File: src/rtl/sdhost_pkg.sv
package sdhost_pkg;
  // word indices (byte address >> 2)
  localparam logic [3:0] IDX_STAT  = 4'h0;
  localparam logic [3:0] IDX_EN    = 4'h1;
  localparam logic [3:0] IDX_BUF   = 4'h2;
  localparam logic [3:0] IDX_CMD   = 4'h3;
  localparam logic [3:0] IDX_ARG   = 4'h4;
  localparam logic [3:0] IDX_RESP0 = 4'h5;
  localparam logic [3:0] IDX_LEN   = 4'h9;
  localparam logic [3:0] IDX_CNT   = 4'hA;
  localparam logic [3:0] IDX_STATE = 4'hB;

  localparam int NEVT = 4;
  localparam logic [31:0] CMD_MASK = 32'h0000_BB7F;
  localparam logic [1:0] RESP_NONE = 2'd0;
  localparam logic [1:0] RESP_LONG = 2'd2;

  typedef struct packed {
    logic wrEn;
    logic wrBuf;
    logic wrArg;
    logic wrLen;
    logic wrCnt;
    logic wrCmd;
    logic loadResp;
    logic [NEVT-1:0] statClr;
    logic [NEVT-1:0] statSet;
  } ctrlStrb_t;
endpackage

File: src/rtl/sdhost_ctrl.sv
module sdhost_ctrl
  import sdhost_pkg::*;
(
  input  logic        clk,
  input  logic        rstN,
  input  logic        busWr,
  input  logic [5:0]  busAddr,
  input  logic [31:0] busWdata,
  input  logic        evCmdDone,
  input  logic        evDataDone,
  input  logic        evTimeout,
  input  logic        cardInserted,
  input  logic [1:0]  curRespType,
  output ctrlStrb_t   strb,
  output logic        busy,
  output logic        cmdStart
);
  logic [3:0] wordIdx;
  logic       prevIns;
  logic       cmdAccept;

  assign wordIdx   = busAddr[5:2];
  assign cmdAccept = busWr && (wordIdx == IDX_CMD) && !busy;

  always_comb begin
    strb          = '0;
    strb.wrEn     = busWr && (wordIdx == IDX_EN);
    strb.wrBuf    = busWr && (wordIdx == IDX_BUF);
    strb.wrArg    = busWr && (wordIdx == IDX_ARG);
    strb.wrLen    = busWr && (wordIdx == IDX_LEN);
    strb.wrCnt    = busWr && (wordIdx == IDX_CNT);
    strb.wrCmd    = cmdAccept;
    strb.statClr  = (busWr && (wordIdx == IDX_STAT)) ? busWdata[NEVT-1:0] : '0;
    // a timeout replaces the completion of the same command
    strb.statSet[0] = evCmdDone && !evTimeout;
    strb.statSet[1] = evDataDone;
    strb.statSet[2] = cardInserted != prevIns;
    strb.statSet[3] = evTimeout;
    strb.loadResp   = evCmdDone && !evTimeout && (curRespType != RESP_NONE);
  end

  always_ff @(posedge clk) begin
    if (!rstN) begin
      busy     <= 1'b0;
      cmdStart <= 1'b0;
      prevIns  <= 1'b0;
    end else begin
      cmdStart <= cmdAccept;
      prevIns  <= cardInserted;
      if (cmdAccept) busy <= 1'b1;
      else if (evCmdDone || evTimeout) busy <= 1'b0;
    end
  end

  AST_START_MEANS_BUSY: assert property (@(posedge clk) disable iff (!rstN)
    cmdStart |-> busy);
  AST_NO_START_WHEN_BUSY: assert property (@(posedge clk) disable iff (!rstN)
    (busWr && (wordIdx == IDX_CMD) && busy) |=> !cmdStart);
  AST_START_ONE_CYCLE: assert property (@(posedge clk) disable iff (!rstN)
    cmdStart |=> !cmdStart);
endmodule

File: src/rtl/sdhost_dpath.sv
module sdhost_dpath
  import sdhost_pkg::*;
#(
  parameter int LEN_W  = 11,
  parameter int RESP_W = 128
) (
  input  logic              clk,
  input  logic              rstN,
  input  ctrlStrb_t         strb,
  input  logic [5:0]        busAddr,
  input  logic [31:0]       busWdata,
  input  logic [RESP_W-1:0] respIn,
  input  logic              busy,
  input  logic              cardInserted,
  input  logic              cardReadOnly,
  output logic [31:0]       busRdata,
  output logic              irq,
  output logic [31:0]       cmdWord,
  output logic [31:0]       cmdArg,
  output logic [31:0]       bufAddr,
  output logic [LEN_W-1:0]  blkLenM1,
  output logic [LEN_W-1:0]  blkCntM1
);
  localparam int NWORDS = RESP_W / 32;

  logic [NEVT-1:0] stat;
  logic [NEVT-1:0] intEn;
  logic [31:0]     respWord [NWORDS];
  logic [3:0]      wordIdx;

  assign wordIdx = busAddr[5:2];

  always_ff @(posedge clk) begin
    if (!rstN) begin
      stat     <= '0;
      intEn    <= '0;
      cmdWord  <= '0;
      cmdArg   <= '0;
      bufAddr  <= '0;
      blkLenM1 <= '0;
      blkCntM1 <= '0;
    end else begin
      stat <= (stat & ~strb.statClr) | strb.statSet;
      if (strb.wrEn)  intEn    <= busWdata[NEVT-1:0];
      if (strb.wrBuf) bufAddr  <= busWdata;
      if (strb.wrArg) cmdArg   <= busWdata;
      if (strb.wrLen) blkLenM1 <= busWdata[LEN_W-1:0];
      if (strb.wrCnt) blkCntM1 <= busWdata[LEN_W-1:0];
      if (strb.wrCmd) cmdWord  <= busWdata & CMD_MASK;
    end
  end

  for (genvar g = 0; g < NWORDS; g++) begin : g_resp
    always_ff @(posedge clk) begin
      if (!rstN) respWord[g] <= '0;
      else if (strb.loadResp)
        respWord[g] <= (g == 0 || cmdWord[9:8] == RESP_LONG) ? respIn[g*32 +: 32] : '0;
    end
  end

  assign irq = |(stat & intEn);

  always_comb begin
    busRdata = '0;
    if (wordIdx >= IDX_RESP0 && wordIdx < IDX_RESP0 + 4'(NWORDS))
      busRdata = respWord[wordIdx - IDX_RESP0];
    else
      case (wordIdx)
        IDX_STAT:  busRdata = 32'(stat);
        IDX_EN:    busRdata = 32'(intEn);
        IDX_BUF:   busRdata = bufAddr;
        IDX_CMD:   busRdata = cmdWord;
        IDX_ARG:   busRdata = cmdArg;
        IDX_LEN:   busRdata = 32'(blkLenM1);
        IDX_CNT:   busRdata = 32'(blkCntM1);
        IDX_STATE: busRdata = {busy, 29'd0, cardReadOnly, cardInserted};
        default:   busRdata = '0;
      endcase
  end

  AST_EVENT_BEATS_CLEAR: assert property (@(posedge clk) disable iff (!rstN)
    (|strb.statSet) |=> ((stat & $past(strb.statSet)) == $past(strb.statSet)));
  AST_TIMEOUT_NO_EOC: assert property (@(posedge clk) disable iff (!rstN)
    strb.statSet[3] |-> !strb.statSet[0]);
  AST_RESP_HELD: assert property (@(posedge clk) disable iff (!rstN)
    !strb.loadResp |=> $stable(respWord[0]));
  AST_CLEAR_WITHOUT_EVENT: assert property (@(posedge clk) disable iff (!rstN)
    (strb.statClr[1] && !strb.statSet[1]) |=> !stat[1]);
endmodule

File: src/rtl/sdhost_front.sv
module sdhost_front
  import sdhost_pkg::*;
#(
  parameter int LEN_W  = 11,
  parameter int RESP_W = 128
) (
  input  logic              clk,
  input  logic              rstN,
  input  logic              busWr,
  input  logic [5:0]        busAddr,
  input  logic [31:0]       busWdata,
  output logic [31:0]       busRdata,
  output logic              irq,
  output logic              cmdStart,
  output logic [5:0]        cmdOpcode,
  output logic [1:0]        cmdRespType,
  output logic [1:0]        cmdClass,
  output logic              cmdOpenDrain,
  output logic              cmdBusyWait,
  output logic              cmdReadDir,
  output logic [31:0]       cmdArg,
  output logic [31:0]       bufAddr,
  output logic [LEN_W-1:0]  blkLenM1,
  output logic [LEN_W-1:0]  blkCntM1,
  input  logic              evCmdDone,
  input  logic              evDataDone,
  input  logic              evTimeout,
  input  logic [RESP_W-1:0] respIn,
  input  logic              cardInserted,
  input  logic              cardReadOnly
);
  ctrlStrb_t   strb;
  logic        busy;
  logic [31:0] cmdWord;

  assign cmdOpcode    = cmdWord[5:0];
  assign cmdOpenDrain = cmdWord[6];
  assign cmdRespType  = cmdWord[9:8];
  assign cmdBusyWait  = cmdWord[11];
  assign cmdClass     = cmdWord[13:12];
  assign cmdReadDir   = cmdWord[15];

  sdhost_ctrl ctrl_i (
    .clk(clk), .rstN(rstN), .busWr(busWr), .busAddr(busAddr), .busWdata(busWdata),
    .evCmdDone(evCmdDone), .evDataDone(evDataDone), .evTimeout(evTimeout),
    .cardInserted(cardInserted), .curRespType(cmdWord[9:8]),
    .strb(strb), .busy(busy), .cmdStart(cmdStart)
  );

  sdhost_dpath #(.LEN_W(LEN_W), .RESP_W(RESP_W)) dpath_i (
    .clk(clk), .rstN(rstN), .strb(strb), .busAddr(busAddr), .busWdata(busWdata),
    .respIn(respIn), .busy(busy), .cardInserted(cardInserted),
    .cardReadOnly(cardReadOnly), .busRdata(busRdata), .irq(irq),
    .cmdWord(cmdWord), .cmdArg(cmdArg), .bufAddr(bufAddr),
    .blkLenM1(blkLenM1), .blkCntM1(blkCntM1)
  );
endmodule

File: config.mk
export PLATFORM = sky130hd
export DESIGN_NAME = sdhost_front
export DESIGN_NICKNAME = d
export VERILOG_FILES = /design/src/rtl/sdhost_pkg.sv /design/src/rtl/sdhost_ctrl.sv /design/src/rtl/sdhost_dpath.sv /design/src/rtl/sdhost_front.sv
export SDC_FILE = /design/constraint.sdc
export NUM_CORES = 1
export LEC_CHECK = 0
export BUFFER_PORTS_ARGS = -buffer_cell sky130_fd_sc_hd__buf_4
export CORE_MARGIN = 2
export CORE_UTILIZATION = 47
export DETAILED_ROUTE_END_ITERATION = 6
export HOLD_SLACK_MARGIN = 0.12
export MAX_ROUTING_LAYER = met4
export PLACE_DENSITY = 0.76
export SLEW_MARGIN = 40
export SYNTH_ARGS = -nofsm -noshare
export SYNTH_HDL_FRONTEND = slang
export SYNTH_SLANG_ARGS = --single-unit
File: constraint.sdc
create_clock -name clk -period 4.2 [get_ports clk]
set_input_delay 0.63 -clock clk [delete_from_list [all_inputs] [get_ports clk]]
set_output_delay 0.63 -clock clk [all_outputs]
set_load 0.05 [all_outputs]
# After elaboration in Yosys (flattened, before gate mapping)
# Memories as Yosys holds them, arrays and structs flattened.
# Index checks and enable logic that the tools add are counted.
[op_classes]
add_sub_neg = 1
mul = 0
n_div = 0
n_lt_le_gt_ge = 2
eq_ne = 9
shift = 0
n_mux = 16
n_bitwise = 8
reduce_logical = 18
[ops]
columns = ["cell", "count"]
rows = [
  ["32-bit two-way mux", 8],
  ["32-bit case mux with 8 select lines", 1],
  ["4-bit equality test (second input constant)", 3],
  ["1-bit logical AND", 11],
  ["4-bit AND", 2],
  ["4-bit by 2-bit equality test with 1-bit output (second input constant)", 2],
  ["1-bit two-way mux", 6],
  ["4-bit by 1-bit equality test with 1-bit output (second input constant)", 1],
  ["4-bit by 3-bit equality test with 1-bit output (second input constant)", 1],
  ["4-bit by 3-bit greater-or-equal comparator with 1-bit output (second input constant)", 1],
  ["4-bit zero test", 1],
  ["4-bit < comparator (second input constant)", 1],
  ["4-bit two-way mux", 1],
  ["4-bit NOT", 1],
  ["1-bit OR", 4],
  ["4-bit OR", 1],
  ["2-bit nonzero test", 2],
  ["4-bit OR reduction", 1],
  ["2-bit equality test (second input constant)", 1],
  ["1-bit zero test", 2],
  ["2-bit by 1-bit subtractor with 2-bit output (second input constant)", 1],
  ["1-bit logical OR", 1],
  ["1-bit inequality test", 1],
]
[totals]
register_bits = 110
latch_bits = 0
mem_bits_rw = 128
romBits = 0
inputBits = 174
out_inout_bits = 133
word_cells = 65
mem_count = 1
[memory_table]
columns = ["name", "depth", "word_bits", "read_ports", "rd_ports_with_merged_regs", "write_ports", "line", "text"]
rows = [
  ["dpath_i.respWord", 4, 32, 1, 0, 4, "sdhost_dpath.sv:28", "logic [31:0] respWord [NWORDS];"],
]

# Depth between registers and ports, before layout
# Gate-level depths: netlist (run 1).
[logic_depth]
word_depth = 7
ltp_mapped = 11
ltp_nobuf = 6

# Hierarchy
# A second synthesis (run 1) with hierarchy kept.
[hier_totals]
hier_cells = 894
hier_area_um2 = 11078.1
[modules_own_cells]
columns = ["module", "n_inst", "cells_each", "area_per_inst_um2"]
rows = [
  ["sdhost_dpath", 1, 862, 10776.6],
  ["sdhost_ctrl", 1, 32, 301.5],
]

# Least setup slack after synthesis (run 1)
# Ideal clock, no wire load.
[synth_timing]
path_kind = "input to register"
from = "input evCmdDone"
to = "memory dpath_i.respWord[0][0], enable pin"
setup_ns = 1.121
arrival_ns = 2.958
required_time_ns = 3.079
setup_slack_ns = 0.122
cell_stages = 3
n_path_buf = 0
cell_sequence = "nor2b_2 o21ai_0 nand2_1"
[synth_lines]
columns = ["element", "line", "text"]
rows = [
  ["start: declaration", "sdhost_front.sv:25", "input logic evCmdDone,"],
  ["end: declaration", "sdhost_dpath.sv:28", ""],
]

# Worst setup path in the final report (run 1)
[layout_timing]
from = "input busAddr[2]"
to = "output busRdata[6]"
[layout_via]
elab_chain_cells = 3
elab_cells_between_ends = 15
classes_between = "1 x add/sub; 2 x order compare; 7 x eq/ne; 2 x mux; 2 x reduce/logical; 1 x memory"
[layout_rtl]
columns = ["element", "line", "text"]
rows = [
  ["start: declaration", "sdhost_front.sv:10", "input logic [5:0] busAddr,"],
  ["2-bit by 1-bit subtractor with 2-bit output, or another cell as far along", "sdhost_dpath.sv:66", "busRdata = respWord[wordIdx - IDX_RESP0];"],
  ["memory 4 x 32 bit, or another cell as far along", "--", ""],
  ["32-bit two-way mux (*)", "sdhost_dpath.sv:65", "if (wordIdx >= IDX_RESP0 && wordIdx < IDX_RESP0 + 4'(NWORDS))"],
  ["end: declaration", "sdhost_front.sv:12", "output logic [31:0] busRdata,"],
]
# Every way passes the cells marked *; elsewhere a longest branch is shown, timed or not.

==> results of run 1 <==
[report_power, final]
group | switching (W) | internal (W)
sequential | 0.0000257 | 0.00251
combinational | 0.000323 | 0.000235
clock | 0.000884 | 0.00129
[sequential cells by signal, summed over array words and instances (netlist names)]
name	cells
dpath_i.respWord	128
dpath_i.bufAddr	32
dpath_i.cmdArg	32
dpath_i.cmdWord	13
dpath_i.blkCntM1	11
dpath_i.blkLenM1	11
dpath_i.intEn	4
dpath_i.stat	4
ctrl_i.busy	1
ctrl_i.cmdStart	1
ctrl_i.prevIns	1
[final timing paths]
check                                    startpoint  depth (start not counted)                      end
worst max-delay path                     busAddr[2]                          8              busRdata[6]
worst min-delay path                     evDataDone                          2          dpath_i.stat[1]
worst max register to register   dpath_i.cmdWord[9]                          3  dpath_i.respWord[3][15]
worst min register to register  dpath_i.blkCntM1[6]                          2      dpath_i.blkCntM1[6]
[layer usage]
metal | wire (microns) | part of all wire [%] | track usage [%]
met2 | 14200 | 48 | 38.9
met1 | 12400 | 42 | 33.5
met4 | 953 | 3.2 | 7.99
met5 | 0 | 0 | -
met3 | 2210 | 7.4 | 3.64
[area by class of cell]
| type | instances | area [sq um] | share of cell area, % |
|---|---|---|---|
| sequential | 238 | 6050 | 43.9 |
| clock inverter | 2 | 13.8 | 0.100 |
| clock buffer | 44 | 803 | 5.83 |
| multi-input combinational | 611 | 4010 | 29.1 |
| timing repair buffer | 320 | 2420 | 17.6 |
| inverter | 34 | 128 | 0.927 |
| tap | 280 | 350 | 2.54 |
[critical path, cell delays in order]
cell	delay [ns]
buf_4	0.10
inv_1	0.06
ha_1	0.25
and3b_1	0.42
buf_4	0.28
a221oi_1	0.58
o22ai_1	0.20
buf_4	0.23
[per-stage QoR]
| step | worst slack (ns) | utilization [%] |
|---|---|---|
| after floorplan | 0.122 | - |
| after global placement | 0.806 | 59.1 |
| after detailed placement | 0.905 | 59.2 |
| after CTS | 0.884 | 62.9 |
| after global routing | 0.761 | 62.9 |
| final | 0.804 | 62.9 |
[synthesized netlist by cell type, types with 10 or more instances]
cell type  instances
clkbuf_1          32
buf_2             19
a22oi_1           25
buf_4             10
inv_1             33
o22ai_1           33
nor2_1            25
edfxtp_1         128
mux2i_1           24
mux4_2            32
nand2_1          181
dfxtp_1          110
and2_1           132
a21oi_1           97
[cell families (layout without fill, tap and decap cells)]
logic type      count (synthesis)  in the layout
fa+ha+maj                       5              5
xor+xnor                        1              1
flops                         238            238
buf+inv                       108            400
simple gates                  360            360
compound gates                189            189
mux                            56             56
==> impl_metrics.json, run 1 <==
{
  "die_area_sq_um": 23600,
  "fmax_ghz": 0.294,
  "start_util_pct": 48.1,
  "cp_data_arrival_time_ns": 2.77,
  "synth_mux_area_share_pct": 9.12,
  "antenna_found_initial": 0,
  "power.total_w": 0.00527,
  "hpwlAfterDp_mm": 20.6,
  "grt_pass1_vias": 7940,
  "dpl-instance-area_sq_um": 13000,
  "final_antenna_net_count": 0,
  "dr.pass1.iters": 5,
  "worst_slew_pin_slew_ns": 0.802,
  "area_growth_pct": 30.7,
  "final_layout_size_suffix_gt1_share_pct": 32.2,
  "io_pins": 307,
  "fillers": 1744,
  "synth.distinct_cells": 45,
  "cts_root_buf": "clkbuf_16",
  "vias": 8378,
  "die_h_microns": 154,
  "synth_area_sq_um": 10500,
  "outcome": "finished clean",
  "worst_skew_pair.late_latency_ns": 0.53,
  "grt_overflow": 0,
  "antenna_cells": 0,
  "cts.clk_slew.worst_paths_ns": 0.06,
  "synth_top_family_by_area": "simple AND/OR/NAND/NOR gates",
  "leakagePower_nw": 5.63,
  "setup_viol": 0,
  "cts_resized": 0,
  "routed_wl_mm": 29.8,
  "cts_buffers": 26,
  "cap_violations": 0,
  "drc_errors": 0,
  "grt_usage_pct": 24.8,
  "start_kind": "input pin",
  "ys_ff_latch": 238,
  "dp.cells": 1483,
  "syn_nets": 1136,
  "drt_iter0_drc": 811,
  "synth_ff_type": "edfxtp_1",
  "core_sq_um": 21900,
  "holdWs_ns": 0.324,
  "yosysWarnings": 0,
  "postSynth.asyncResetShare_pct": 0,
  "htree_levels": 1,
  "slew_headroom_pct": 46.5,
  "fin_cells": 1529,
  "hold_viol": 0,
  "ys_seq_area_share_pct": 57.4,
  "fin_crit_ns": 3.40,
  "rows": 54,
  "crit_required_ns": 3.57,
  "tns_ns": 0,
  "die_x_microns": 154,
  "crit_fanout": 14,
  "synth_compound_area_share_pct": 11.1,
  "postCtsHoldBufs": 0,
  "synth_fa_ha_area_share_pct": 0.594,
  "mostFrequentLayoutCells": "buf_4, nand2_1, and2_1",
  "path_class": "input pin to output port",
  "power_density_nw_per_um2": 382,
  "synth_edf_count": 128,
  "crit_path_end_kind": "output port",
  "ir_worst_vdd_mv": 0.377,
  "grt_pass1_wl_mm": 44.9,
  "clock_tree.buffer_depth": 3,
  "synth_top_area_share_pct": 36.5,
  "wl_per_cell_microns": 19.5,
  "synthCells": 957,
  "nNetsFinal": 1410,
  "synth-simple-area-share_pct": 16.8,
  "skew_ns": 0.0153,
  "hold_class": "input pin to flop",
  "r2r_slack_ns": 2.22,
  "port-buffer-count": 304,
  "clock-sinks": 238,
  "synth-xor-area-share_pct": 0.0831,
  "final_common_cell": "buf_4",
  "min_period_over_period_pct": 80.9,
  "rsz0062_at_grt": "no",
  "synth.avg_cell_area_sq_um": 11.0,
  "cts_tree": "yes",
  "synth_area_leaders": "edfxtp_1, dfxtp_1, and2_1",
  "synth_area_leader_cell": "edfxtp_1",
  "final_area_sq_um": 13800,
  "gp_congestion": 0.911,
  "vias_per_cell": 5.48,
  "grt_max_degree": 107,
  "cts_setup_buffers": 0,
  "finalMaxSlewViolations": 0
}
(Power assumes the default switching activity.)
==> inputs of run 2 (changes only) <==
CORE_UTILIZATION = 52   (was 47)
PLACE_DENSITY = 0.8   (was 0.76)
clock period = 3.6 ns   (was 4.2 ns; I/O delays follow)
==> run 2 against run 1 <==
Utilization grew 5.5 points. Die area shrank 9.4%. Critical endpoint is now busRdata[8]. Critical path type unchanged. Combinational power grew 17%. Sequential share of layout area grew 0.21 points. Highest routed layer unchanged. Worst setup slack lost 0.27 ns.
==> impl_metrics.json, run 2 (synthesized netlist as in run 1, its figures left out) <==
{
  "outcome": "finished clean",
  "dr.pass1.iters": 7,
  "grt_usage_pct": 27.3,
  "final_common_cell": "buf_4",
  "final_area_sq_um": 13700,
  "worstHoldStart": "evDataDone",
  "core_sq_um": 20000,
  "routed_wl_mm": 29.3,
  "finalMaxSlewViolations": 0,
  "cts_buffers": 25,
  "min_period_over_period_pct": 85.1,
  "clock-sinks": 238,
  "grt_pass1_vias": 8134,
  "grt_pass1_wl_mm": 44.7,
  "cts_setup_buffers": 0,
  "path_class": "input pin to output port",
  "clock_tree.buffer_depth": 3,
  "cts.clk_slew.worst_paths_ns": 0.06,
  "final_antenna_net_count": 0,
  "crit_start": "busAddr[3]",
  "hpwlAfterDp_mm": 20.3,
  "fin_crit_ns": 3.06,
  "r2r-start": "dpath_i.cmdWord[8]",
  "path_cells": "buf_4 -> inv_1 -> ha_1 -> and3b_1 -> a221oi_1 -> o22ai_1 -> buf_4",
  "cts_resized": 0,
  "cap_violations": 0,
  "top_regs": "dpath_i.respWord x128, dpath_i.bufAddr x32, dpath_i.cmdArg x32",
  "fin_cells": 1523,
  "dpl-instance-area_sq_um": 12900,
  "vias": 8350,
  "ir_worst_vdd_mv": 0.458,
  "io_pins": 307,
  "nNetsFinal": 1413,
  "die_x_microns": 146,
  "postCtsHoldBufs": 0,
  "die_h_microns": 146,
  "critPathSlowestCell": "a221oi_1",
  "wl_per_cell_microns": 19.3,
  "cp_data_arrival_time_ns": 2.52,
  "crit_required_ns": 3.06,
  "fmax_ghz": 0.326,
  "reg2reg_depth": 5,
  "min_path_cells": 2,
  "htree_levels": 1,
  "skew_ns": 0.00614,
  "dp.cells": 1477,
  "drt_iter0_drc": 669,
  "holdWs_ns": 0.255,
  "worst_r2r_endpoint": "dpath_i.respWord[3][1]",
  "drc_errors": 0,
  "mostFrequentLayoutCells": "buf_4, nand2_1, and2_1",
  "worst_slew_pin_slew_ns": 0.724,
  "crit_fanout": 13,
  "rsz0062_at_grt": "no",
  "vias_per_cell": 5.48,
  "area_growth_pct": 30.1,
  "antenna_found_initial": 1,
  "largest_reg_flops": 128,
  "rows": 52,
  "start_kind": "input pin",
  "regMostFlops": "dpath_i.respWord",
  "die_area_sq_um": 21400,
  "final_layout_size_suffix_gt1_share_pct": 32.1,
  "grt_max_degree": 97,
  "slew_headroom_pct": 51.8,
  "multiInputGateArea_sq_um": 3990,
  "fillers": 1524,
  "tns_ns": 0,
  "crit_path_end_kind": "output port",
  "cts_tree": "yes",
  "setup_viol": 0,
  "leakagePower_nw": 5.59,
  "cpMostUsedCell": "buf_4",
  "r2r_slack_ns": 1.38,
  "min_to": "dpath_i.stat[1]",
  "gp_congestion": 0.931,
  "worst_skew_pair.late_latency_ns": 0.52,
  "max_stage_delay_ns": 0.59,
  "grt_overflow": 0,
  "port-buffer-count": 304,
  "cts_root_buf": "clkbuf_16",
  "start_util_pct": 52.6,
  "final-seq-area_sq_um": 6050,
  "power_density_nw_per_um2": 438,
  "hold_viol": 0,
  "hold_class": "input pin to flop"
}
==> run 2: cell count changes in the layout (fill, tap and decap cells not counted), sizes merged <==
cell	delta
inv	+1
bufinv	+1
clkinv	+4
clkbuf	-14
clkinvlp	+7
diode	+1
buf	+4
==> run 2: cell type report <==
cell class,instances,area share [%]
clock buffer,30,4.70
inverter,34,0.931
multi-input combinational,611,29.1
tap,270,2.47
clock inverter,15,0.794
antenna,1,0.0183
timing repair buffer,324,17.8
sequential,238,44.1
==> run 2: power by group <==
part           switching (W)  internal, W  leakage [nW]
Clock                0.00105      0.00135         0.348
Combinational       0.000377     0.000277          3.03
Sequential         0.0000293      0.00292          2.21
==> run 2: worst max-delay path by stage <==
stage | to | slack (ns) | depth (start not counted)
2_1_floorplan | busRdata[10] | 0.29 | 8
3_3_place_gp | busRdata[7] | 0.67 | 9
3_5_place_dp | busRdata[7] | 0.66 | 9
4_1_cts | busRdata[7] | 0.65 | 9
5_1_grt | busRdata[10] | 0.55 | 9
6_report | busRdata[8] | 0.54 | 7
==> run 2: stage by stage <==
step	worst slack, ns	util (%)	total power (W)
after CTS	0.651	68.4	0.00604
after global routing	0.546	68.4	0.00619
final	0.536	68.4	0.00601
after detailed placement	0.657	64.6	0.00366
after global placement	0.673	64.6	0.00365
after floorplan	0.293	-	0.00337
==> run 2: worst max-delay path, delay by kind of cell <==
family | cells | cell delay [ns]
compound gates | 2 | 0.83
simple gates | 1 | 0.38
buf+inv | 3 | 0.41
fa+ha+maj | 1 | 0.36
==> run 2: metal layers <==
metal  vias to the layer above  part of all wire [%]  track usage (%)
met5                         -                     0                -
met4                         0                   2.7             8.69
met3                        66                   7.7             4.38
met2                       392                    48             43.2
met1                      3976                    42             36.6
li1                       3916                     -                -
==> inputs of run 3 (changes only) <==
CELL_PAD_IN_SITES_DETAIL_PLACEMENT = 0   (was default)
CELL_PAD_IN_SITES_GLOBAL_PLACEMENT = 2   (was default)
CORE_UTILIZATION = 32   (was 52)
PLACE_DENSITY = default   (was 0.8)
PLACE_DENSITY_LB_ADDON = 0.1   (was default)
clock period = 3.02 ns   (was 3.6 ns; I/O delays follow)
==> run 3 against run 2 <==
Total power rose by 24%. Combinational power rose by 27%. Non-clock buffer count rose by 10. Design area rose by 4.3%. First-iteration DRC count fell by 16%. Largest cell class unchanged. Register-to-register slack got worse by 0.32 ns.
==> impl_metrics.json, run 3 (synthesized netlist as in run 1, its figures left out) <==
{
  "skew_ns": 0.0112,
  "clock_tree.buffer_depth": 3,
  "vias": 8113,
  "dr.pass1.iters": 5,
  "grt_usage_pct": 19.6,
  "final_common_cell": "buf_4",
  "routed_wl_mm": 33.3,
  "tns_ns": 0,
  "die_area_sq_um": 34400,
  "hpwlAfterDp_mm": 23.8,
  "outcome": "finished clean",
  "cts_root_buf": "clkbuf_16",
  "crit_start": "busAddr[2]",
  "final_layout_size_suffix_gt1_share_pct": 34.1,
  "die_x_microns": 185,
  "reg2reg_depth": 3,
  "cts_buffers": 28,
  "hold_viol": 0,
  "setup_viol": 0,
  "leakagePower_nw": 5.74,
  "rsz0062_at_grt": "no",
  "fmax_ghz": 0.352,
  "cts.clk_slew.worst_paths_ns": 0.05,
  "r2r-start": "dpath_i.cmdWord[8]",
  "hold_class": "input pin to flop",
  "fin_crit_ns": 2.84,
  "path_class": "input pin to output port",
  "ir_worst_vdd_mv": 0.393,
  "clock-sinks": 238,
  "crit_required_ns": 2.57,
  "cap_violations": 0,
  "wl_per_cell_microns": 19.5,
  "power_density_nw_per_um2": 523,
  "grt_pass1_wl_mm": 49.4,
  "core_sq_um": 32500,
  "slew_headroom_pct": 54.9,
  "port-buffer-count": 304,
  "cts_tree": "yes",
  "drt_iter0_drc": 562,
  "mostFrequentLayoutCells": "buf_4, nand2_1, and2_1",
  "crit_path_end_kind": "output port",
  "top_regs": "dpath_i.respWord x128, dpath_i.bufAddr x32, dpath_i.cmdArg x32",
  "grt_pass1_vias": 7947,
  "nNetsFinal": 1426,
  "antenna_found_initial": 1,
  "regMostFlops": "dpath_i.respWord",
  "crit_fanout": 32,
  "min_period_over_period_pct": 94.0,
  "worst_slew_pin_slew_ns": 0.675,
  "final_antenna_net_count": 0,
  "drc_errors": 0,
  "gp_congestion": 0.821,
  "cp_data_arrival_time_ns": 2.39,
  "final_util_pct": 44.1,
  "use_met1_pct": 27.3,
  "die_h_microns": 185,
  "grt_max_degree": 97,
  "worstHoldStart": "evTimeout",
  "cts_resized": 0,
  "htree_levels": 1,
  "worst_skew_pair.late_latency_ns": 0.53,
  "io_pins": 307,
  "vias_per_cell": 4.74,
  "min_path_cells": 2,
  "grt-busiest-layer": "met2",
  "rows": 66,
  "met3_usage_pct": 4.17,
  "area_growth_pct": 35.7,
  "start_kind": "input pin",
  "start_util_pct": 32.5,
  "largest_reg_flops": 128,
  "grtUsageMet2_pct": 29.4,
  "finalMaxSlewViolations": 0,
  "cts_setup_buffers": 0,
  "grt_overflow": 0
}
run 3: worst max-delay path: stages:
cell	delay, ns
buf_4	0.10
inv_1	0.07
ha_2	0.21
and3b_1	0.21
buf_12	0.17
a221oi_1	0.60
o22ai_1	0.27
buf_4	0.26
run 3: final timing paths:
path / end / slack (ns)
max: busRdata[9] / 0.18
min: dpath_i.stat[3] / 0.17
max reg2reg: dpath_i.respWord[3][9] / 1.06
min reg2reg: ctrl_i.busy / 0.47
run 3: repair_timing:
item / 4_1_cts / 5_1_grt
endpoints found under the hold margin: 0 / 1
setup endpoints to repair: 0 / 0
hold buffers: 0 / 1
run 3: cell type report:
cell class	count	area, sq um
clock inverter	9	65.1
clock buffer	42	774
antenna	1	2.50
multi-input combinational	611	4140
inverter	34	128
timing repair buffer	334	2590
tap	442	553
sequential	238	6050
fill	3172	18200
run 3: where the power goes:
| part | total, W | internal, W | switching, W |
|---|---|---|---|
| clock network | 0.00312 | 0.00184 | 0.00128 |
| logic | 0.000831 | 0.000357 | 0.000474 |
| registers | 0.00352 | 0.00349 | 0.0000348 |
| total | 0.00747 | 0.00568 | 0.00179 |
run 3: layer usage:
metal  wire length (microns)  part of all wire, %
met1                   15200                   46
met2                   15100                   45
met3                    2580                  7.7
met4                     490                  1.5
met5                       0                    0
run 3: through the flow:
| step | std cells | setup WS [ns] | cell area [sq um] | hold slack, ns | total power, W |
|---|---|---|---|---|---|
| 3_5_place_dp | 1658 | 0.225 | 13400 | 0.461 | 0.00443 |
| 5_1_grt | 1711 | 0.158 | 14300 | 0.151 | 0.00778 |
| 6_report | 1711 | 0.180 | 14300 | 0.167 | 0.00747 |
| 4_1_cts | 1709 | 0.213 | 14300 | 0.128 | 0.00758 |
| 2_1_floorplan | 957 | 0.00191 | 10700 | 0.445 | 0.00404 |
| 3_3_place_gp | 1658 | 0.256 | 13400 | 0.459 | 0.00443 |
